==> src/rtl/adc_seq_pkg.sv <==
package adc_seq_pkg;

  // bit positions inside the control word
  localparam int B_START = 0;
  localparam int CFG_LO  = 1;
  localparam int CFG_HI  = 7;
  localparam int CFG_W   = CFG_HI - CFG_LO + 1;

  typedef enum logic [1:0] {
    MODE_SINGLE = 2'b00,
    MODE_SCAN2  = 2'b01,
    MODE_SCAN4  = 2'b10,
    MODE_SCAN8  = 2'b11
  } scan_mode_e;

  // packed so that bit 0 maps to control bit 1, bit 6 to control bit 7
  typedef struct packed {
    logic       fctl;
    logic       stc;
    logic [1:0] cks;
    scan_mode_e mode;
    logic       trgen;
  } cfg_t;

endpackage

==> src/rtl/adc_clk_div.sv <==
module adc_clk_div (
  input  logic       clk,
  input  logic       rst_n,
  input  logic       restart,
  input  logic       run,
  input  logic [1:0] cks,
  output logic       tick
);

  logic [1:0] div_q;
  logic [1:0] div_n;
  logic [1:0] lim;

  // 00 -> every 4th clock, 01 -> 3rd, 10 -> 2nd, 11 -> every clock
  assign lim  = 2'd3 - cks;
  assign tick = run & (div_q == lim);

  always_comb begin
    div_n = div_q;
    if (restart) begin
      div_n = 2'd0;
    end else if (run) begin
      div_n = tick ? 2'd0 : div_q + 2'd1;
    end
  end

  always_ff @(posedge clk or negedge rst_n) begin
    if (!rst_n) begin
      div_q <= 2'd0;
    end else begin
      div_q <= div_n;
    end
  end

endmodule

==> src/rtl/adc_state_timer.sv <==
module adc_state_timer #(
  parameter int ST_SHORT = 50,
  parameter int ST_LONG  = 64
) (
  input  logic clk,
  input  logic rst_n,
  input  logic go,
  input  logic abort,
  input  logic tick,
  input  logic stc,
  output logic busy,
  output logic done
);

  localparam int ST_W = $clog2(ST_LONG);
  localparam logic [ST_W-1:0] LAST_SHORT = ST_W'(ST_SHORT - 1);
  localparam logic [ST_W-1:0] LAST_LONG  = ST_W'(ST_LONG - 1);

  logic [ST_W-1:0] st_q, st_n;
  logic            busy_q, busy_n;
  logic [ST_W-1:0] last;

  assign last = stc ? LAST_LONG : LAST_SHORT;
  assign done = busy_q & tick & (st_q == last) & ~abort;
  assign busy = busy_q;

  always_comb begin
    st_n   = st_q;
    busy_n = busy_q;
    if (abort) begin
      busy_n = 1'b0;
    end else if (go) begin
      busy_n = 1'b1;
      st_n   = '0;
    end else if (done) begin
      busy_n = 1'b0;
    end else if (busy_q && tick) begin
      st_n = st_q + 1'b1;
    end
  end

  always_ff @(posedge clk or negedge rst_n) begin
    if (!rst_n) begin
      st_q   <= '0;
      busy_q <= 1'b0;
    end else begin
      st_q   <= st_n;
      busy_q <= busy_n;
    end
  end

endmodule

==> src/rtl/adc_flag_ctrl.sv <==
module adc_flag_ctrl (
  input  logic clk,
  input  logic rst_n,
  input  logic done,
  input  logic grp,
  input  logic pair,
  input  logic pend_clr,
  input  logic flag_clr,
  output logic flag
);

  logic [1:0] pend_q, pend_n;
  logic       flag_q, flag_n;
  logic       other_done;
  logic       flag_set;

  assign other_done = grp ? pend_q[0] : pend_q[1];
  assign flag_set   = done & (~pair | other_done);
  assign flag       = flag_q;

  always_comb begin
    pend_n = pend_q;
    if (flag_set || pend_clr) begin
      pend_n = 2'b00;
    end else if (done && pair) begin
      pend_n[grp] = 1'b1;
    end
    flag_n = flag_set | (flag_q & ~flag_clr);
  end

  always_ff @(posedge clk or negedge rst_n) begin
    if (!rst_n) begin
      pend_q <= 2'b00;
      flag_q <= 1'b0;
    end else begin
      pend_q <= pend_n;
      flag_q <= flag_n;
    end
  end

endmodule

==> src/rtl/adc_result_stub.sv <==
module adc_result_stub #(
  parameter int RES_W = 10
) (
  input  logic             clk,
  input  logic             rst_n,
  input  logic             done,
  input  logic             grp,
  output logic [RES_W-1:0] sample
);

  localparam int CNT_W = RES_W - 1;

  logic [CNT_W-1:0] cnt_q, cnt_n;

  assign sample = {grp, cnt_q};

  always_comb begin
    cnt_n = cnt_q;
    if (done) begin
      cnt_n = cnt_q + 1'b1;
    end
  end

  always_ff @(posedge clk or negedge rst_n) begin
    if (!rst_n) begin
      cnt_q <= '0;
    end else begin
      cnt_q <= cnt_n;
    end
  end

endmodule

==> src/rtl/adc_seq_ctrl.sv <==
module adc_seq_ctrl
  import adc_seq_pkg::*;
#(
  parameter int CTL_W    = 16,
  parameter int RES_W    = 10,
  parameter int ST_SHORT = 50,
  parameter int ST_LONG  = 64
) (
  input  logic             clk,
  input  logic             rst_n,
  input  logic             ctl_we,
  input  logic [CTL_W-1:0] ctl_wdata,
  output logic [CTL_W-1:0] ctl_rdata,
  input  logic             trig0,
  input  logic             trig1,
  input  logic             flag_clr,
  output logic             busy,
  output logic             conv_flag,
  output logic [RES_W-1:0] result
);

  localparam int PAD_W = CTL_W - CFG_HI - 1;

  // reset: asserted at once, released after two clock edges
  logic [1:0] rst_pipe;
  logic       rst_n_i;

  always_ff @(posedge clk or negedge rst_n) begin
    if (!rst_n) begin
      rst_pipe <= 2'b00;
    end else begin
      rst_pipe <= {rst_pipe[0], 1'b1};
    end
  end
  assign rst_n_i = rst_pipe[1];

  // control state
  logic             start_q, start_n;
  cfg_t             cfg_q, cfg_n;
  logic             grp_q, grp_n;
  logic [RES_W-1:0] res_q, res_n;

  logic             wr_start;
  cfg_t             wr_cfg;
  logic             abort, sw_go, trig_go, go, go_grp;
  logic             busy_i, tick, conv_done, pair, pend_clr;
  logic [RES_W-1:0] stub_sample;
  logic             unused_hi;

  assign wr_start  = ctl_wdata[B_START];
  assign wr_cfg    = cfg_t'(ctl_wdata[CFG_HI:CFG_LO]);
  assign unused_hi = ^ctl_wdata[CTL_W-1:CFG_HI+1];

  assign abort   = ctl_we & start_q & ~wr_start;
  assign sw_go   = ctl_we & ~start_q & wr_start & ~wr_cfg.trgen;
  assign trig_go = start_q & cfg_q.trgen & ~busy_i & (trig0 | trig1) & ~abort;
  assign go      = sw_go | trig_go;
  assign go_grp  = trig_go & ~trig0;
  assign pair    = cfg_q.trgen & (cfg_q.mode == MODE_SCAN2) & cfg_q.fctl;

  always_comb begin
    start_n = start_q;
    cfg_n   = cfg_q;
    grp_n   = grp_q;
    res_n   = res_q;
    if (ctl_we) begin
      start_n = wr_start;
      if (!start_q) begin
        cfg_n = wr_cfg;
      end
    end else if (conv_done && !cfg_q.trgen) begin
      start_n = 1'b0;
    end
    if (go) begin
      grp_n = go_grp;
    end
    if (conv_done) begin
      res_n = stub_sample;
    end
  end

  assign pend_clr = (start_q & ~start_n) | (cfg_n.mode != cfg_q.mode);

  always_ff @(posedge clk or negedge rst_n_i) begin
    if (!rst_n_i) begin
      start_q <= 1'b0;
      cfg_q   <= '0;
      grp_q   <= 1'b0;
      res_q   <= '0;
    end else begin
      start_q <= start_n;
      cfg_q   <= cfg_n;
      grp_q   <= grp_n;
      res_q   <= res_n;
    end
  end

  adc_clk_div u_div (
    .clk     (clk),
    .rst_n   (rst_n_i),
    .restart (go),
    .run     (busy_i),
    .cks     (cfg_q.cks),
    .tick    (tick)
  );

  adc_state_timer #(
    .ST_SHORT (ST_SHORT),
    .ST_LONG  (ST_LONG)
  ) u_timer (
    .clk   (clk),
    .rst_n (rst_n_i),
    .go    (go),
    .abort (abort),
    .tick  (tick),
    .stc   (cfg_q.stc),
    .busy  (busy_i),
    .done  (conv_done)
  );

  adc_flag_ctrl u_flag (
    .clk      (clk),
    .rst_n    (rst_n_i),
    .done     (conv_done),
    .grp      (grp_q),
    .pair     (pair),
    .pend_clr (pend_clr),
    .flag_clr (flag_clr),
    .flag     (conv_flag)
  );

  adc_result_stub #(
    .RES_W (RES_W)
  ) u_stub (
    .clk    (clk),
    .rst_n  (rst_n_i),
    .done   (conv_done),
    .grp    (grp_q),
    .sample (stub_sample)
  );

  assign busy      = busy_i;
  assign result    = res_q;
  assign ctl_rdata = {{PAD_W{1'b0}}, cfg_q, start_q};

endmodule

==> config.mk <==
export PLATFORM = sky130hd
export DESIGN_NAME = adc_seq_ctrl
export DESIGN_NICKNAME = d
export VERILOG_FILES = /design/src/rtl/adc_seq_pkg.sv /design/src/rtl/adc_clk_div.sv /design/src/rtl/adc_state_timer.sv /design/src/rtl/adc_flag_ctrl.sv /design/src/rtl/adc_result_stub.sv /design/src/rtl/adc_seq_ctrl.sv
export SDC_FILE = /design/constraint.sdc
export NUM_CORES = 1
export LEC_CHECK = 0
export BUFFER_PORTS_ARGS = -buffer_cell sky130_fd_sc_hd__buf_2
export CAP_MARGIN = 15
export CORE_MARGIN = 2
export CORE_UTILIZATION = 38
export CTS_CLUSTER_SIZE = 8
export DETAILED_ROUTE_END_ITERATION = 8
export SLEW_MARGIN = 20
export SYNTH_ARGS = -nofsm -noshare
export SYNTH_HDL_FRONTEND = slang
export SYNTH_SLANG_ARGS = --single-unit
==> constraint.sdc <==
create_clock -name clk -period 1.9 [get_ports clk]
set_clock_uncertainty 0.2 [all_clocks]
set_input_delay 0.475 -clock clk [delete_from_list [all_inputs] [get_ports clk]]
set_output_delay 0.475 -clock clk [all_outputs]
set_load 0.03 [all_outputs]
# Yosys cells after proc, flatten, opt, wreduce, memory -nomap -nowiden

Index checks and enable logic that the tools add are counted.

$add $sub $neg: 4
Multipliers: 0
Div/mod/pow operators: 0
$lt $le $gt $ge: 2
Equal/unequal tests: 5
Shifts and indexed selects: 0
Mux-type cells: 19
Bitwise logic cells: 34
Reduce and logical (&&, ||, !) cells: 12

Operators by type and width:

| operator                                                              | count |
|---|---|
| 1-bit AND                                                             | 19 |
| 6-bit 2-to-1 mux                                                      | 3 |
| 2-bit 2-to-1 mux                                                      | 5 |
| 9-bit by 1-bit adder with 9-bit output, second input constant         | 1 |
| 1-bit NOT                                                             | 9 |
| 1-bit 2-to-1 mux                                                      | 7 |
| 6-bit by 1-bit adder with 6-bit output, second input constant         | 1 |
| 6-bit equality test                                                   | 1 |
| 3-bit 2-to-1 mux                                                      | 2 |
| 2-bit nonzero test                                                    | 3 |
| 1-bit bitwise OR                                                      | 5 |
| 1-bit logical AND                                                     | 4 |
| 4-bit 2-to-1 mux                                                      | 1 |
| 3-bit AND reduction                                                   | 1 |
| 3-bit nonzero test                                                    | 1 |
| 2-bit by 1-bit adder with 2-bit output, second input constant         | 1 |
| 2-bit by 1-bit equality test with 1-bit output, second input constant | 1 |
| 2-bit equality test                                                   | 1 |
| 1-bit by 2-bit < comparator with 1-bit output, second input constant  | 1 |
| 2-bit inequality test                                                 | 1 |
| 2-bit inequality test, second input constant                          | 1 |
| 2-bit bitwise OR                                                      | 1 |
| 2-bit AND reduction                                                   | 1 |
| 2-bit subtractor, first input constant                                | 1 |
| other kinds (4)                                                       | 4 |

Bits in registers: 42
Latch bits: 0
Bits in writable memories: 0
ROM bits: 0
Input port bits: 22
Output and inout bits: 28
Logic and storage cells: 91
Memories kept: 0

# Depth between registers and ports, before layout

Gate-level depths: netlist of run 1.

Depth after elaboration: 14
Depth in mapped cells: 6
Mapped depth without buffers: 4

# By module

From an unflattened synthesis of run 1, not the netlist that was laid out.

Cell total of the unflattened synthesis: 182
Area, all modules: 2095.8 µm²

Modules (own cells, without submodules):

| module          | instances | cells an instance | area each (µm²) | sequential area each (µm²) |
|---|---|---|---|---|
| adc_seq_ctrl    | 1         | 73                | 952.2           | 525.5 |
| adc_state_timer | 1         | 52                | 457.9           | 175.2 |
| adc_result_stub | 1         | 30                | 395.4           | 225.2 |
| adc_flag_ctrl   | 1         | 13                | 151.4           | 75.1 |
| adc_clk_div     | 1         | 14                | 138.9           | 50.0 |

# Worst setup path before layout of run 1

No wires, ideal clock.

Kind: register -> register
Start: reg u_timer.st_q[1]
End: reg res_q[2] (netlist: result[2])
Setup time: 125 ps
Data arrival time: 1935 ps
Required time: 1575 ps
Setup slack: -360 ps
Cell stages (with the launch flop): 6
Path buffers: 1
Clock period less this slack: 2260 ps
Cell sequence: dfrtp_1 -> or4_4 -> a211oi_4 -> nand2_4 -> buf_6 -> mux2_4

Longest elaborated chain between the ends: 3

Ends and longest elaborated chain:

| element                 | RTL line              | text |
|---|---|---|
| start, declared         | adc_state_timer.sv:19 | `logic [ST_W-1:0] st_q, st_n;` |
| start signal, assigned  | adc_state_timer.sv:47 | `st_q <= st_n;` |
| 6-bit equality test     | adc_state_timer.sv:24 | `assign done = busy_q & tick & (st_q == last) & ~abort;` |
| 1-bit AND (2 in series) | adc_state_timer.sv:24 |  |
| end signal, assigned    | adc_seq_ctrl.sv:94    | `res_q <= res_n;` |
| end, declared           | adc_seq_ctrl.sv:41    | `logic [RES_W-1:0] res_q, res_n;` |

Every way passes these cells.
A chain may end at the register's enable or synchronous reset.

# Worst setup path after layout of run 1

Start: reg cfg_q (netlist bit ctl_rdata[6])
End: reg res_q[4] (netlist: result[4])

Longest elaborated chain between the ends: 4

Ends and longest elaborated chain:

| element                 | RTL line              | text |
|---|---|---|
| start, declared         | adc_seq_ctrl.sv:39    | `cfg_t cfg_q, cfg_n;` |
| start signal, assigned  | adc_seq_ctrl.sv:92    | `cfg_q <= cfg_n;` |
| 4-bit 2-to-1 mux        | adc_state_timer.sv:23 | `assign last = stc ? LAST_LONG : LAST_SHORT;` |
| 6-bit equality test     | adc_state_timer.sv:24 |  |
| 1-bit AND (2 in series) | adc_state_timer.sv:24 |  |

Every way passes these cells.

==> metrics.txt, run 1 <==
Post-Syn Area per Cell roughly 12 um2; die width roughly 78 um; placed standard-cell area roughly 2500 um2; Vias between 1,000 and 1,500; Leakage roughly 1.3 nW; Power Density 875 nW/um2; FFs w/ async S/R, synth between 90% and 100%; startpoint types register; CP Capture Type register; Final Max Slew Viols 0; Reg power frac roughly 45%; first-pass GRT wire length 6860 um; met3 usage in global routing about 3.8%; 1st-pass router iterations 4; Synth cell types 44; Comb power frac 29.8%; setup TNS -6.60 ns; final wirelength about 4100 um; initial drt markers between 50 and 60; met2 Use GR between 20% and 30%; Global Route Usage Sum between 10% and 20%; Clk pin slew, worst setup/hold paths about 0.08 ns; IO Port Bufs 33; non-filler cells, final about 310; Max Clock Freq between 0.4 and 0.5 GHz; Avg Vias per Cell roughly 4.9; Die H 78.2 um; grt ovf 0; CP required around 1.9 ns; register area share after synthesis 50.3%; # diodes 0; clock power share 25.5%; Antenna Nets Post-Route 0; max_cap viols 0; vias in the first global route between 1,000 and 1,500; commonest non-fill, non-tap cells in the layout dfrtp_1, buf_2, buf_4, nand2_1; CTS sink cnt 42; outcome finished, violations left; Clk Tree Root Cell clkbuf_8; Ys Warns 0; setup violators final 30; DP Cell Count between 200 and 300; Core Box Area between 5000 and 6000 um2; # nets final approximately 260; Ports 50; fill count about 520; worst skew pair latency around 0.30 ns; commonest non-fill, non-tap cell in the layout dfrtp_1; Layout area overhead 29.4%; dpl hpwl roughly 2900 um; Post-Syn Area ~2100 um2; busiest grt layer met2; Routed wire per std cell 13.5 um; RSZ-0062 raised after global routing true; H-tree depth 2; Clock Path Buffers 2; fin crit share 116%; gpl congestion between 0.7 and 0.8; failing checks setup timing; crit-path max cell delay 0.54 ns; worst r2r path cells 6; DRC viols 0; total power approximately 2.4 mW; critical-path maximum fanout 6; TritonCTS clock tree done; Worst path slowest cell or4_4; std cell rows 27; Die ar. 6110 um2; met1 Usage GRT 18.1%; worst min-delay path category register to async pin; Sw Share about a third; post-layout minimum cycle time approximately 2.2 ns; CP Class register to register; share of cells above drive strength 1 approximately 43%; CTS Buf Count 5; final setup margin -0.308 ns; WP data arrival 2.20 ns; Post-Syn Instances around 180; CP cell instances or4_4 > buf_4 > a211oi_4 > buf_6 > nand2_8 > mux2_4; Hold Fails Final Rpt 0; Top FF cell, synth dfrtp_1; VDD IR max ~460 uV; Initial Utilization between 30% and 40%; Post-synth EDFFs 0; antenna violations before repair 0; post-route cell area roughly 2700 um2; #FFs+latches synth 42; internal power between 1.5 and 2 mW; largest net degree at the start of global routing 32; sw power around 0.79 mW
==> cells by family (layout without fill, tap and decap cells) <==
group / after synthesis / in the layout / share of synthesized area, %
fa+ha+maj: 2 / 2 / 1.20
mux: 20 / 20 / 12.1
other cells: 2 / 9 / 0.359
xor+xnor: 13 / 13 / 5.45
simple gates: 54 / 55 / 16.9
flops: 42 / 42 / 50.3
compound gates: 24 / 24 / 8.26
buf+inv: 18 / 70 / 5.45
==> Yosys cell counts, drive strengths merged (3+ instances only) <==
cell type,instances,area [um2]
nand2b,4,25.0
xor2,10,87.6
nor2b,3,18.8
dfrtp,42,1050
xnor2,3,26.3
or4,5,41.3
clkbuf,4,15.0
a21oi,5,25.0
nand3,6,30.0
buf,12,91.3
nand2,14,60.1
mux2,18,233
o31ai,3,22.5
o21ai,6,30.0
nor4,5,50.1
==> timing repair <==
item	CTS	global route
hold buffers	3	0
buffers inserted	0	2
pin swaps	2	6
setup endpoints to repair	30	30
endpoints found under the hold margin	7	0
gates resized for setup	1	13
gates cloned	0	1
==> worst max-delay path, delay by kind of cell, from the launching register on <==
family                 cells  cell delay (ns)
AND/OR/NAND/NOR            2             0.60
flip-flops                 1             0.38
buffers and inverters      2             0.33
multiplexers               1             0.30
AO/OA/AOI/OAI              1             0.28
==> final timing paths <==
check	from	to	slack, ns
hold / removal	rst_pipe[1]	u_timer.busy	0.07
max in group asynchronous	rst_pipe[1]	ctl_rdata[5]	0.74
min in group clk	flag_clr	u_flag.flag	0.16
setup / recovery	ctl_rdata[6]	result[4]	-0.31
hold reg to reg	rst_pipe[1]	u_timer.busy	0.07
setup reg to reg	ctl_rdata[6]	result[4]	-0.31
==> through the flow <==
stage	setup WS, ns	hold WS (ns)	util (%)
finish	-0.308	0.0735	50.0
global route	-0.376	0.0926	50.0
CTS	-0.294	0.0811	48.5
detailed placement	-0.322	-0.00641	46.1
global placement	-0.302	-0.00896	46.1
floorplan	-0.318	-0.0206	-
==> registers in the layout (all words and copies together), names as in the netlist <==
register and count:
rst_pipe 2, u_timer.busy 1, u_flag.pend_q 2, ctl_rdata 7, u_flag.flag 1, u_timer.st_q 6, u_div.div_q 2, grp_q 1
u_stub.cnt_q 9, start_q 1, result 10
==> area by class of cell <==
cell class                 count  area [um2]  share of cell area, %
clock buffer                   6        82.6                   3.05
clock inverter                 2        12.5                  0.463
inverter                       2        7.51                  0.278
tap                           72        90.1                   3.33
multi-input combinational    123        1050                   38.9
timing repair buffer          60         408                   15.1
sequential                    42        1050                   38.9
==> layer usage <==
metal | wire [um] | part of all wire [%]
met5 | 0 | 0
met4 | 62 | 1.5
met2 | 2020 | 49
met1 | 1870 | 45
met3 | 177 | 4.3
==> power groups by stage <==
stage / sequential (mW) / combinational [mW] / clock [mW]
after global placement: 1.07 / 0.665 / 0
after detailed placement: 1.08 / 0.675 / 0
after floorplan: 1.15 / 0.373 / 0
after CTS: 1.06 / 0.690 / 0.628
final: 1.06 / 0.706 / 0.605
after global routing: 1.07 / 0.777 / 0.671
(Power assumes the default switching activity.)
==> run 2: changes to the inputs <==
==> constraint.sdc (replaced) <==
create_clock -name clk -period 1.9 [get_ports clk]
set_clock_uncertainty 0.2 [all_clocks]
set_input_delay 0.095 -clock clk [delete_from_list [all_inputs] [get_ports clk]]
set_output_delay 0.095 -clock clk [all_outputs]
set_load 0.03 [all_outputs]
==> run 2 against run 1 <==
Effect of this change:
- the flow still finishes with violations (setup timing)
- highest routed layer unchanged
- register-to-register slack better by 0.04 ns
- global-route usage is 0.23 points higher
- critical path depth is 1 lower
==> metrics.txt, run 2 (synthesized netlist as in run 1, its figures left out) <==
final setup margin -0.267 ns (was -0.308 ns); DP Cell Count 288 (was 293); FF-to-FF setup slack -0.27 ns (was -0.31 ns); CP cell instances or4_4 > buf_6 > a211oi_4 > nand2_4 > mux2_4 (was or4_4 > buf_4 > a211oi_4 > buf_6 > nand2_8 > mux2_4); Die ar. 6110 um2 (unchanged); grt ovf 0 (unchanged); failing checks setup timing (unchanged); Hold Fails Final Rpt 0 (unchanged); Largest register FFs 10 (unchanged); final wirelength 4140 um (about the same); worst min-delay path category register to async pin (unchanged); IO Port Bufs 33 (unchanged); CTS Buf Count 5 (unchanged); Ports 50 (unchanged); VDD IR max 504 uV (was 463 uV); Global Route Usage Sum 14.6% (was 14.4%); max_cap viols 0 (unchanged); internal power 1.54 mW (was 1.58 mW); H-tree depth 2 (unchanged); footprint of the multi-input gates 1060 um2 (was 1050 um2); Die H 78.2 um (unchanged); Power Density 842 nW/um2 (was 875 nW/um2); Core Box Area 5410 um2 (unchanged); commonest non-fill, non-tap cells in the layout dfrtp_1, buf_2, buf_4, dlygate4sd3_1, nand2_1 (was dfrtp_1, buf_2, buf_4, nand2_1); Max Clock Freq 0.461 GHz (was 0.453 GHz); largest net degree at the start of global routing 26 (was 32); Avg Vias per Cell 4.91 (was 4.87); sw power 0.787 mW (was 0.789 mW); crit-path max cell delay 0.54 ns (about the same); Leakage 1.32 nW (was 1.33 nW); die width 78.2 um (unchanged); fin crit share 114% (was 116%); Comb power frac 29.4% (was 29.8%); # diodes 0 (unchanged); non-filler cells, final 313 (was 307); 1st-pass router iterations 4 (unchanged); Routed wire per std cell 13.2 um (was 13.5 um); WP data arrival 2.15 ns (was 2.20 ns); vias in the first global route 1,507 (was 1,467); fill count 522 (was 524); Reg power frac 46.0% (was 44.6%); dpl hpwl 2850 um (about the same); RSZ-0062 raised after global routing true (unchanged); worst skew pair latency 0.30 ns (about the same); Min Hold Slack 0.0190 ns (was 0.0735 ns); Initial Utilization 38.7% (unchanged); gpl congestion 0.768 (was 0.724); Worst path slowest cell or4_4 (unchanged); first-pass GRT wire length 6910 um (was 6860 um); DRC viols 0 (unchanged); Clk Tree Root Cell clkbuf_8 (unchanged); Vias 1,538 (was 1,495); Final Max Slew Viols 0 (unchanged); CP Class register to register (unchanged); clock power share 24.6% (was 25.5%); # nets final 264 (was 258); startpoint types register (unchanged); dpl ws -0.300 ns (was -0.322 ns); Sw Share 33.8% (was 33.3%); antenna violations before repair 0 (unchanged); Layout area overhead 32.4% (was 29.4%); Antenna Nets Post-Route 0 (unchanged); outcome finished, violations left (unchanged); share of cells above drive strength 1 41.1% (was 43.0%); Clk pin slew, worst setup/hold paths 0.08 ns (about the same); CTS sink cnt 42 (unchanged); commonest non-fill, non-tap cell in the layout dfrtp_1 (unchanged); Clock Path Buffers 2 (unchanged); critical-path maximum fanout 13 (was 6); initial drt markers 18 (was 52); CP Capture Type register (unchanged); storage element area 1050 um2 (unchanged); setup violators final 30 (unchanged); std cell rows 27 (unchanged); TritonCTS clock tree done (unchanged); CP required 1.88 ns (was 1.89 ns); post-layout minimum cycle time 2.17 ns (was 2.21 ns)
run 2: routing by layer:
metal | global-route usage (%) | vias to the layer above | wire length, um
met5 | 0 | - | 0
met4 | 6.32 | 0 | 76
met1 | 17.6 | 760 | 1840
met2 | 24.7 | 31 | 2060
li1 | - | 740 | -
met3 | 3.79 | 7 | 162
run 2: path summary, 6_finish.rpt:
check,from,endpoint,cells after the start
worst max-delay path,ctl_rdata[6],result[8],5
worst min-delay path,rst_pipe[1],ctl_rdata[3],1
worst max register to register,ctl_rdata[6],result[8],5
worst min register to register,rst_pipe[1],ctl_rdata[3],1
max in group asynchronous,rst_n,rst_pipe[1],3
min in group clk,ctl_we,u_timer.busy,3
run 2: layout make-up:
cell class / instances / area share [%]
inverter: 2 / 0.271
tap: 72 / 3.25
timing repair buffer: 67 / 17.0
clock buffer: 6 / 2.62
multi-input combinational: 122 / 38.3
clock inverter: 2 / 0.497
sequential: 42 / 38.0
run 2: what timing repair did:
item,4_1_cts,5_1_grt
endpoints found under the setup margin,30,30
pin swaps,4,5
buffers inserted,0,2
hold endpoints to repair,12,0
gates resized for setup,7,13
hold buffers,14,0
cloned,0,1
run 2: power by group through the flow:
stage / clock (mW) / combinational (mW) / sequential (mW)
2_1_floorplan: 0 / 0.373 / 1.15
3_3_place_gp: 0 / 0.622 / 1.09
3_5_place_dp: 0 / 0.628 / 1.09
4_1_cts: 0.608 / 0.671 / 1.08
5_1_grt: 0.643 / 0.751 / 1.09
6_report: 0.573 / 0.685 / 1.07
run 2: worst max-delay path, delay by kind of cell (launching register included):
family / cells / cell delay, ns
mux: 1 / 0.34
flops: 1 / 0.38
buf+inv: 1 / 0.13
compound gates: 1 / 0.25
simple gates: 2 / 0.74
run 2: stage by stage:
stage               setup TNS (ns)  power, mW  utilization [%]  instance area, um2
floorplan                    -4.69       1.52                -                2180
global placement             -4.77       1.71             45.2                2440
detailed placement           -5.62       1.72             45.2                2440
CTS                          -5.26       2.36             49.9                2700
global route                 -7.76       2.48             51.2                2770
finish                       -5.48       2.33             51.2                2770
==> run 3: changes to the inputs <==
HOLD_SLACK_MARGIN = 0.02   (was unset)
REMOVE_ABC_BUFFERS = 1   (was unset)
==> run 3 against run 2 <==
Effect of this change:
- the flow still finishes with violations (setup timing)
- register-to-register slack got worse by 0.06 ns
- largest power group unchanged
- maximum frequency fell by 2.9%
- final area rose by 5.3%
- wire length rose by 4.3%
- largest cell class unchanged
- first-iteration DRC count rose by 130%
- critical path depth fell by 1
- sequential cell count did not move
==> metrics.txt, run 3 (synthesized netlist as in run 1, its figures left out) <==
first-pass GRT wire length 7310 um (was 6910 um); post-layout minimum cycle time 2.23 ns (was 2.17 ns); CP Capture Type register (unchanged); Clock Path Buffers 2 (unchanged); Power Density 892 nW/um2 (was 842 nW/um2); dpl hpwl 2780 um (was 2850 um); worst min-delay path category register to async pin (unchanged); WP buf/inv 0 (was 1); startpoint types register (unchanged); Largest delay share family, worst path simple AND/OR/NAND/NOR gates (unchanged); Hold Fails Final Rpt 0 (unchanged); Clk Tree Root Cell clkbuf_8 (unchanged); commonest non-fill, non-tap cell in the layout dfrtp_1 (unchanged); max_cap viols 0 (unchanged); Layout area overhead 39.5% (was 32.4%); H-tree depth 2 (unchanged); Final Max Slew Viols 0 (unchanged); CTS Buf Count 5 (unchanged); grt ovf 0 (unchanged); IO Port Bufs 33 (unchanged); Max Clock Freq 0.448 GHz (was 0.461 GHz); fin crit share 117% (was 114%); 1st-pass router iterations 4 (unchanged); Min Hold Slack 0.0970 ns (was 0.0190 ns); Worst Max-Slew Pin Slew 0.517 ns; placed standard-cell area 2440 um2 (about the same); RSZ-0062 raised after global routing true (unchanged); commonest non-fill, non-tap cells in the layout dfrtp_1, buf_2, buf_4, dlygate4sd3_1, nand2_1 (unchanged); crit-path max cell delay 0.56 ns (was 0.54 ns); antenna violations before repair 0 (unchanged); post-route cell area 2920 um2 (was 2770 um2); Worst path slowest cell or4_4 (unchanged); CTS sink cnt 42 (unchanged); Worst Setup SP u_timer.st_q[1] (was ctl_rdata[6]); initial drt markers 41 (was 18); TritonCTS clock tree done (unchanged); CP Class register to register (unchanged); Ports 50 (unchanged); Vias 1,591 (was 1,538); vias in the first global route 1,593 (was 1,507); final wirelength 4320 um (was 4140 um); WP data arrival 2.27 ns (was 2.15 ns); die width 78.2 um (unchanged); Routed wire per std cell 13.4 um (was 13.2 um); FF-to-FF setup slack -0.33 ns (was -0.27 ns); failing checks setup timing (unchanged); critical-path maximum fanout 5 (was 13); worst skew pair latency 0.30 ns (about the same); # nets final 274 (was 264); share of cells above drive strength 1 44.6% (was 41.1%); Die H 78.2 um (unchanged); gpl congestion 0.771 (was 0.768); final setup margin -0.332 ns (was -0.267 ns); Leakage 1.36 nW (was 1.32 nW); Global Route Usage Sum 15.4% (was 14.6%); Initial Utilization 38.7% (unchanged); setup violators final 30 (unchanged); Antenna Nets Post-Route 0 (unchanged); reg-to-reg startpoint u_timer.st_q[1] (was ctl_rdata[6]); Core Box Area 5410 um2 (unchanged); CP required 1.94 ns (was 1.88 ns); largest net degree at the start of global routing 41 (was 26); Avg Vias per Cell 4.93 (was 4.91); total power 2.60 mW (was 2.33 mW); Clk pin slew, worst setup/hold paths 0.08 ns (about the same); most used cell, CP or4_4; DRC viols 0 (unchanged); outcome finished, violations left (unchanged); Die ar. 6110 um2 (unchanged); Largest register FFs 10 (unchanged); # diodes 0 (unchanged); VDD IR max 630 uV (was 504 uV); max_slew headroom about two thirds; std cell rows 27 (unchanged); CP cell instances or4_4 > a211o_4 > or4_4 > a21oi_2 (was or4_4 > buf_6 > a211oi_4 > nand2_4 > mux2_4)
run 3: cell count changes in the layout (fill, tap and decap cells not counted), sizes merged:
| cell | before | now |
|---|---|---|
| bufinv | 0 | 1 |
| clkinv | 2 | 0 |
| nand2 | 14 | 15 |
| dlygate4sd3 | 14 | 15 |
| buf | 53 | 61 |
| clkbuf | 6 | 7 |
run 3: final timing paths:
| check | end | depth (start not counted) |
|---|---|---|
| min | result[3] | 1 |
| min reg2reg | result[3] | 1 |
| max in group asynchronous | rst_pipe[0] | 3 |
| max reg2reg | u_flag.pend_q[1] | 4 |
| min in group clk | u_timer.busy | 3 |
| max | u_flag.pend_q[1] | 4 |
run 3: repair_timing:
| item | 4_1_cts | 5_1_grt |
|---|---|---|
| pin swaps | 16 | 10 |
| buffers inserted | 4 | 3 |
| cloned | 2 | 0 |
| resized for setup | 18 | 22 |
| hold buffers | 15 | 0 |
| endpoints found under the setup margin | 30 | 30 |
| endpoints found under the hold margin | 12 | 0 |
run 3: metal layers:
| layer | GRT usage (%) | wire length, um |
|---|---|---|
| met1 | 18.9 | 1990 |
| met2 | 25.4 | 2060 |
| met3 | 3.56 | 158 |
| met4 | 8.07 | 114 |
| met5 | 0 | 0 |
run 3: cell type report:
| class | instances | area (um2) |
|---|---|---|
| Clock inverter | 1 | 30.0 |
| Inverter | 2 | 7.51 |
| Sequential cell | 42 | 1050 |
| Multi-Input combinational cell | 123 | 1110 |
| Timing Repair Buffer | 76 | 556 |
| Clock buffer | 7 | 76.3 |
| Tap cell | 72 | 90.1 |
| Fill cell | 474 | 2490 |
run 3: stage by stage:
stage | TNS, ns | setup WS (ns) | utilization, % | std cells
final | -7.59 | -0.332 | 54.0 | 323
after detailed placement | -6.94 | -0.311 | 45.1 | 294
after CTS | -5.92 | -0.275 | 52.2 | 323
after global routing | -8.44 | -0.362 | 54.0 | 323
after floorplan | -10.44 | -0.534 | - | 166
after global placement | -6.09 | -0.278 | 45.1 | 294
run 3: report_power, final:
group / switching, mW / internal (mW) / leakage [nW] / total (mW)
combinational: 0.458 / 0.387 / 0.773 / 0.845
clock: 0.310 / 0.393 / 0.0524 / 0.703
sequential: 0.0724 / 0.982 / 0.530 / 1.05
